<file path="src/rtl/fbg_pkg.sv">
package fbg_pkg;

  localparam int unsigned REG_W      = 8;
  localparam int unsigned ADDR_W     = 2;
  localparam int unsigned DIV_BYTES  = 2;
  localparam int unsigned DIV_W      = DIV_BYTES * REG_W;
  localparam int unsigned FRAC_W     = REG_W / 2;
  localparam int unsigned CNT_W      = DIV_W + 1;
  localparam int unsigned ACCESS_BIT = REG_W - 1;

  typedef enum logic [ADDR_W-1:0] {
    RA_DIV_LO = 2'd0,
    RA_DIV_HI = 2'd1,
    RA_FRAC   = 2'd2,
    RA_CTRL   = 2'd3
  } reg_addr_e;

  // Field order matches the byte layout: modulus high nibble, addend low nibble
  typedef struct packed {
    logic [FRAC_W-1:0] mul;
    logic [FRAC_W-1:0] add;
  } frac_cfg_t;

  localparam frac_cfg_t FRAC_RESET = '{mul: FRAC_W'(1), add: '0};

  // Zero divisor is replaced by one so the counter always terminates
  function automatic logic [DIV_W-1:0] fbg_eff_div(input logic [DIV_W-1:0] d);
    return (d == '0) ? DIV_W'(1) : d;
  endfunction

  // Zero modulus is replaced by one
  function automatic logic [FRAC_W-1:0] fbg_eff_mul(input logic [FRAC_W-1:0] m);
    return (m == '0) ? FRAC_W'(1) : m;
  endfunction

  // Stretching only applies for a proper fraction addend/modulus
  function automatic logic fbg_frac_on(input logic [FRAC_W-1:0] a,
                                       input logic [FRAC_W-1:0] m_eff);
    return (a != '0) && (a < m_eff);
  endfunction

  // Length in cycles of one tick period
  function automatic logic [CNT_W-1:0] fbg_period(input logic [DIV_W-1:0] d_eff,
                                                  input logic stretch);
    return stretch ? {d_eff, 1'b0} : {1'b0, d_eff};
  endfunction

endpackage

</file>
<file path="src/rtl/fbg_regs.sv">
module fbg_regs
  import fbg_pkg::*;
(
  input  logic              clk,
  input  logic              rst_n,
  input  logic              wr,
  input  logic [ADDR_W-1:0] addr,
  input  logic [REG_W-1:0]  wdata,
  output logic [REG_W-1:0]  rdata,
  output logic [DIV_W-1:0]  div_raw,
  output frac_cfg_t         frac_cfg,
  output logic              access,
  output logic              restart
);

  reg_addr_e ra;
  logic      div_wr_ok;
  logic      frac_wr;

  assign ra        = reg_addr_e'(addr);
  assign div_wr_ok = wr && access && (ra == RA_DIV_LO || ra == RA_DIV_HI);
  assign frac_wr   = wr && (ra == RA_FRAC);
  assign restart   = div_wr_ok || frac_wr;

  // Divisor bytes, one register per byte lane
  for (genvar b = 0; b < DIV_BYTES; b++) begin : g_div_byte
    localparam logic [REG_W-1:0] RST_VAL = (b == 0) ? REG_W'(1) : '0;
    logic [REG_W-1:0] byte_q;
    always_ff @(posedge clk or negedge rst_n) begin
      if (!rst_n) begin
        byte_q <= RST_VAL;
      end else if (wr && access && (addr == ADDR_W'(b))) begin
        byte_q <= wdata;
      end
    end
    assign div_raw[b*REG_W +: REG_W] = byte_q;
  end

  always_ff @(posedge clk or negedge rst_n) begin
    if (!rst_n) begin
      frac_cfg <= FRAC_RESET;
    end else if (frac_wr) begin
      frac_cfg <= frac_cfg_t'(wdata);
    end
  end

  always_ff @(posedge clk or negedge rst_n) begin
    if (!rst_n) begin
      access <= 1'b0;
    end else if (wr && ra == RA_CTRL) begin
      access <= wdata[ACCESS_BIT];
    end
  end

  always_comb begin
    rdata = '0;
    unique case (ra)
      RA_DIV_LO: rdata = access ? div_raw[REG_W-1:0] : '0;
      RA_DIV_HI: rdata = access ? div_raw[DIV_W-1:REG_W] : '0;
      RA_FRAC:   rdata = frac_cfg;
      RA_CTRL:   rdata[ACCESS_BIT] = access;
      default:   rdata = '0;
    endcase
  end

endmodule

</file>
<file path="src/rtl/fbg_int_div.sv">
module fbg_int_div
  import fbg_pkg::*;
(
  input  logic             clk,
  input  logic             rst_n,
  input  logic             restart,
  input  logic [DIV_W-1:0] div_eff,
  input  logic             stretch,
  output logic             tick
);

  logic [CNT_W-1:0] cnt_q;
  logic [CNT_W-1:0] period;

  assign period = fbg_period(div_eff, stretch);
  assign tick   = (cnt_q == period - CNT_W'(1));

  always_ff @(posedge clk or negedge rst_n) begin
    if (!rst_n) begin
      cnt_q <= '0;
    end else if (restart || tick) begin
      cnt_q <= '0;
    end else begin
      cnt_q <= cnt_q + CNT_W'(1);
    end
  end

endmodule

</file>
<file path="src/rtl/fbg_frac_acc.sv">
module fbg_frac_acc
  import fbg_pkg::*;
(
  input  logic              clk,
  input  logic              rst_n,
  input  logic              restart,
  input  logic              tick,
  input  logic [FRAC_W-1:0] add,
  input  logic [FRAC_W-1:0] mul_eff,
  output logic              stretch,
  output logic              carry
);

  logic [FRAC_W-1:0] acc_q;
  logic [FRAC_W:0]   sum;
  logic              active;

  assign active = fbg_frac_on(add, mul_eff);
  assign sum    = {1'b0, acc_q} + {1'b0, add};
  assign carry  = tick && active && (sum >= {1'b0, mul_eff});

  always_ff @(posedge clk or negedge rst_n) begin
    if (!rst_n) begin
      acc_q   <= '0;
      stretch <= 1'b0;
    end else if (restart) begin
      acc_q   <= '0;
      stretch <= 1'b0;
    end else if (tick) begin
      if (!active) begin
        acc_q   <= '0;
        stretch <= 1'b0;
      end else if (carry) begin
        acc_q   <= FRAC_W'(sum - {1'b0, mul_eff});
        stretch <= 1'b1;
      end else begin
        acc_q   <= FRAC_W'(sum);
        stretch <= 1'b0;
      end
    end
  end

endmodule

</file>
<file path="src/rtl/fbg_baud_gen.sv">
module fbg_baud_gen
  import fbg_pkg::*;
(
  input  logic              clk,
  input  logic              rst_n,
  input  logic              reg_wr,
  input  logic [ADDR_W-1:0] reg_addr,
  input  logic [REG_W-1:0]  reg_wdata,
  output logic [REG_W-1:0]  reg_rdata,
  output logic              tick_os
);

  logic [DIV_W-1:0]  div_raw;
  logic [DIV_W-1:0]  div_eff;
  frac_cfg_t         frac_cfg;
  logic [FRAC_W-1:0] mul_eff;
  logic              access;
  logic              restart;
  logic              stretch;
  logic              carry;
  logic              tick;

  assign div_eff = fbg_eff_div(div_raw);
  assign mul_eff = fbg_eff_mul(frac_cfg.mul);
  assign tick_os = tick;

  fbg_regs u_regs (
    .clk      (clk),
    .rst_n    (rst_n),
    .wr       (reg_wr),
    .addr     (reg_addr),
    .wdata    (reg_wdata),
    .rdata    (reg_rdata),
    .div_raw  (div_raw),
    .frac_cfg (frac_cfg),
    .access   (access),
    .restart  (restart)
  );

  fbg_int_div u_div (
    .clk     (clk),
    .rst_n   (rst_n),
    .restart (restart),
    .div_eff (div_eff),
    .stretch (stretch),
    .tick    (tick)
  );

  fbg_frac_acc u_frac (
    .clk     (clk),
    .rst_n   (rst_n),
    .restart (restart),
    .tick    (tick),
    .add     (frac_cfg.add),
    .mul_eff (mul_eff),
    .stretch (stretch),
    .carry   (carry)
  );

endmodule

</file>
<file path="config.mk">
export PLATFORM = sky130hd
export DESIGN_NAME = fbg_baud_gen
export DESIGN_NICKNAME = d
export VERILOG_FILES = /design/src/rtl/fbg_pkg.sv /design/src/rtl/fbg_regs.sv /design/src/rtl/fbg_int_div.sv /design/src/rtl/fbg_frac_acc.sv /design/src/rtl/fbg_baud_gen.sv
export SDC_FILE = /design/constraint.sdc
export NUM_CORES = 1
export LEC_CHECK = 0
export BUFFER_PORTS_ARGS = -buffer_cell sky130_fd_sc_hd__clkbuf_2
export CORE_MARGIN = 2
export CORE_UTILIZATION = 56
export CTS_CLUSTER_SIZE = 8
export DETAILED_ROUTE_END_ITERATION = 12
export PLACE_DENSITY = 0.75
export SETUP_SLACK_MARGIN = 0.05
export SLEW_MARGIN = 20
export SYNTH_ARGS = -nofsm -noshare
export SYNTH_HDL_FRONTEND = slang
export SYNTH_SLANG_ARGS = --single-unit
</file>
<file path="constraint.sdc">
create_clock -name clk -period 4.5 [get_ports clk]
set_clock_uncertainty 0.1 [all_clocks]
set_input_delay 0.45 -clock clk [delete_from_list [all_inputs] [get_ports clk]]
set_output_delay 0.45 -clock clk [all_outputs]
set_load 0.02 [all_outputs]
</file>
==> flow_metrics.env <==
export IMPL_period_share_pct=96.2
export IMPL_antenna_found_initial=0
export IMPL_rows=29
export IMPL_cts_max_level=2
export IMPL_ir_drop_uv=308
export IMPL_period_minus_slack_ns=4.33
export IMPL_die_area_mm2=0.00742
export IMPL_hold_path_class="primary input to asynchronous set/reset pin"
export IMPL_relSlewSlack_pct=35.5
export IMPL_startpoint_type="register"
export IMPL_wirelength_um=9290
export IMPL_fill_cells=510
export IMPL_io_buffers=21
export IMPL_wl_per_cell_um=17.8
export IMPL_grtUsageTotal_pct=26.7
export IMPL_overflow=0
export IMPL_multi_input_comb_area_mm2=0.00250
export IMPL_criticalPathCategory="register to primary output"
export IMPL_setup_viol=0
export IMPL_finalSetupTns_ns=0
export IMPL_antenna_cells=0
export IMPL_cts_root_buf="clkbuf_8"
export IMPL_maxSlewViolCount=0
export IMPL_synth_area_mm2=0.00378
export IMPL_final_core_util_pct=66.9
export IMPL_status="completed"
export IMPL_fin_ws_ns=0.172
export IMPL_worstPathRequired_ns=3.95
export IMPL_vias=3331
export IMPL_fmax_ghz=0.231
export IMPL_max_cap_viol_count=0
export IMPL_gp_congestion=0.923
export IMPL_cts_sinks=47
export IMPL_area_delta_synth_final_pct=13.7
export IMPL_final_seq_area_mm2=0.00118
export IMPL_start_util_pct=58.8
export IMPL_syn_mean_instance_area_um2=9.33
export IMPL_drc=0
export IMPL_tightestPinTransition_ns=0.957
export IMPL_synth_area_top_cells="dfrtp_1 30%, mux2_2 8.6%, mux2i_1 5.8%, xnor2_1 5.8%, ha_1 4.3%"
export IMPL_coreArea_mm2=0.00642
export IMPL_synth_edf_count=0
export IMPL_vias_per_cell=6.39
export IMPL_synth_yosys_seq_area_share_pct=31.2
export IMPL_hold_viol=0
export IMPL_layout_drive_gt1_share_pct=28.2
export IMPL_drt_iter0_drc=237
export IMPL_synth_async_sr_flop_share_pct=100
export IMPL_ant_nets=0
export IMPL_synth_flop_cell="dfrtp_1"
export IMPL_cts_clk_slew_worst_paths_ns=0.08
export IMPL_cts_tree="yes"
export IMPL_grt_pass1_wl_um=15600
export IMPL_nNetsFinal=471
export IMPL_p_leak_nw=1.81
export IMPL_io_pins=22
export IMPL_clk_path_buf_depth=2
export IMPL_synth_cell_types=60
export IMPL_post_place_ws_ns=0.203
export IMPL_post_dp_hpwl_um=6930
export IMPL_clk_latency_ns=0.31
export IMPL_numCtsBuffers=5
export IMPL_yosysWarningCount=0
export IMPL_die_w_um=86.1
export IMPL_crit_fanout=6
export IMPL_syn_inst=405
export IMPL_crit_path_end_kind="primary output"
export IMPL_cp_arrival_ns=3.78
export IMPL_drtPass1Iterations=5
export IMPL_yosys_register_bits=47
export IMPL_grt_max_degree=48
export IMPL_die_y_um=86.1
export IMPL_powerDensity_mw_per_mm2=450
export IMPL_synth_fp_nets=433
export IMPL_synth_top_area_share_pct=29.8
export IMPL_synth_top_cell_by_area="dfrtp_1"
export IMPL_grt_pass1_vias=3184
==> per-stage QoR <==
stage                     hold slack, ns  cell area, µm²  total power, mW  cells
final                              0.130            4300             1.93    521
after global routing               0.198            4300             2.07    521
after CTS                          0.157            4200             1.88    514
after detailed placement           0.425            4040             1.54    501
after global placement             0.423            4040             1.51    501
after floorplan                   0.0544            3800             1.27    405
==> Yosys cell counts, types with 4 or more instances <==
master    instances
or3_1             4
o21ai_0          21
buf_2             4
nand4_1           8
nand2b_1          7
o211ai_1          5
xnor2_1          25
nand3_1          13
nand2_1          27
dfrtp_1          45
clkbuf_1         13
nor3_1           16
a21oi_1           8
nor2b_1          12
xor2_1           11
mux2i_1          22
nor4_1           12
inv_1            14
nor2_1           13
mux2_2           29
nor3_2            9
ha_1             13
and3_1            9
==> layout make-up <==
class	instances	share of cell area (%)
clock buffers	5	1.60
clock inverters	3	1.02
inverters	14	1.22
multi-input cells	322	58.3
flip-flops and latches	47	27.5
well taps	77	2.24
repair buffers	53	8.10
==> timing repair <==
action,in CTS,in global routing
hold buffers,0,0
buffers inserted,5,7
endpoints found under the hold margin,0,0
cloned,0,0
pin swaps,2,2
setup endpoints to repair,1,1
gates resized for setup,5,10
==> power breakdown <==
group          switching [mW]  internal, mW
Clock                   0.150         0.166
Sequential             0.0840         0.509
Combinational           0.556         0.467
Total                   0.790          1.14
==> placed cells by master, fill, tap and decap left out, drive strengths merged, types with 3 or more instances in the layout <==
cell type	count
dfrtp	45
buf	33
mux2	29
nand2	27
nor3	26
xnor2	25
clkbuf	25
mux2i	22
o21ai	21
inv	14
nor2	13
nand3	13
ha	13
nor4	13
nor2b	12
xor2	11
and3	9
a21oi	8
nand4	8
nand2b	7
o211ai	5
or3	4
or4	4
a21o	3
nand3b	3
or2	3
a31oi	3
a21boi	3
a2111oi	3
nor3b	3
==> logic make-up after synthesis <==
kind of cell / after synthesis / synth area share [%]
muxes: 51 / 14.5
buffers and inverters: 36 / 4.31
adders and majority gates: 15 / 5.37
DFF: 47 / 31.2
and+or+nand+nor: 154 / 24.4
AOI/OAI and AO/OA: 66 / 11.9
xor gates and xnor gates: 36 / 8.35
==> critical path, stage by stage, from the launching register on <==
cell and delay, ns:
dfstp_2 0.53, or4_1 0.12, nor2_1 0.07, or3_1 0.33
o21ai_2 0.07, ha_2 0.21, or3b_4 0.38, or4_4 0.43
buf_4 0.18, nor3_2 0.23, xnor2_1 0.18, and3_1 0.22
nand2_1 0.09, nor4_4 0.26, buf_4 0.18
==> state kept, by name, summed over array words and instances, names as in the netlist <==
name,flops
u_div.cnt_q,17
u_regs.g_div_byte.byte_q,16
u_regs.frac_cfg,8
u_frac.acc_q,4
u_frac.stretch,1
u_regs.access,1
==> metal layers <==
layer  part of all wire [%]  GRT usage, %
met1                     46          37.3
met2                     46          42.5
met3                    5.6          3.37
met4                    2.7          9.52
met5                      0             0
==> final timing paths <==
check,cells past startpoint,endpoint,slack [ns],startpoint
worst max register to register,14,u_frac.stretch,0.49,u_regs.g_div_byte[0].byte_q[0]
worst min register to register,2,u_frac.acc_q[3],0.44,u_frac.acc_q[3]
worst max-delay path,14,tick_os,0.17,u_regs.g_div_byte[0].byte_q[0]
worst min-delay path,2,u_frac.acc_q[2],0.13,rst_n
min in group clk,2,u_regs.frac_cfg[1],0.32,reg_wdata[1]
max in group asynchronous,2,u_regs.g_div_byte[1].byte_q[0],3.71,rst_n
Power figures use the tool's default switching activity.
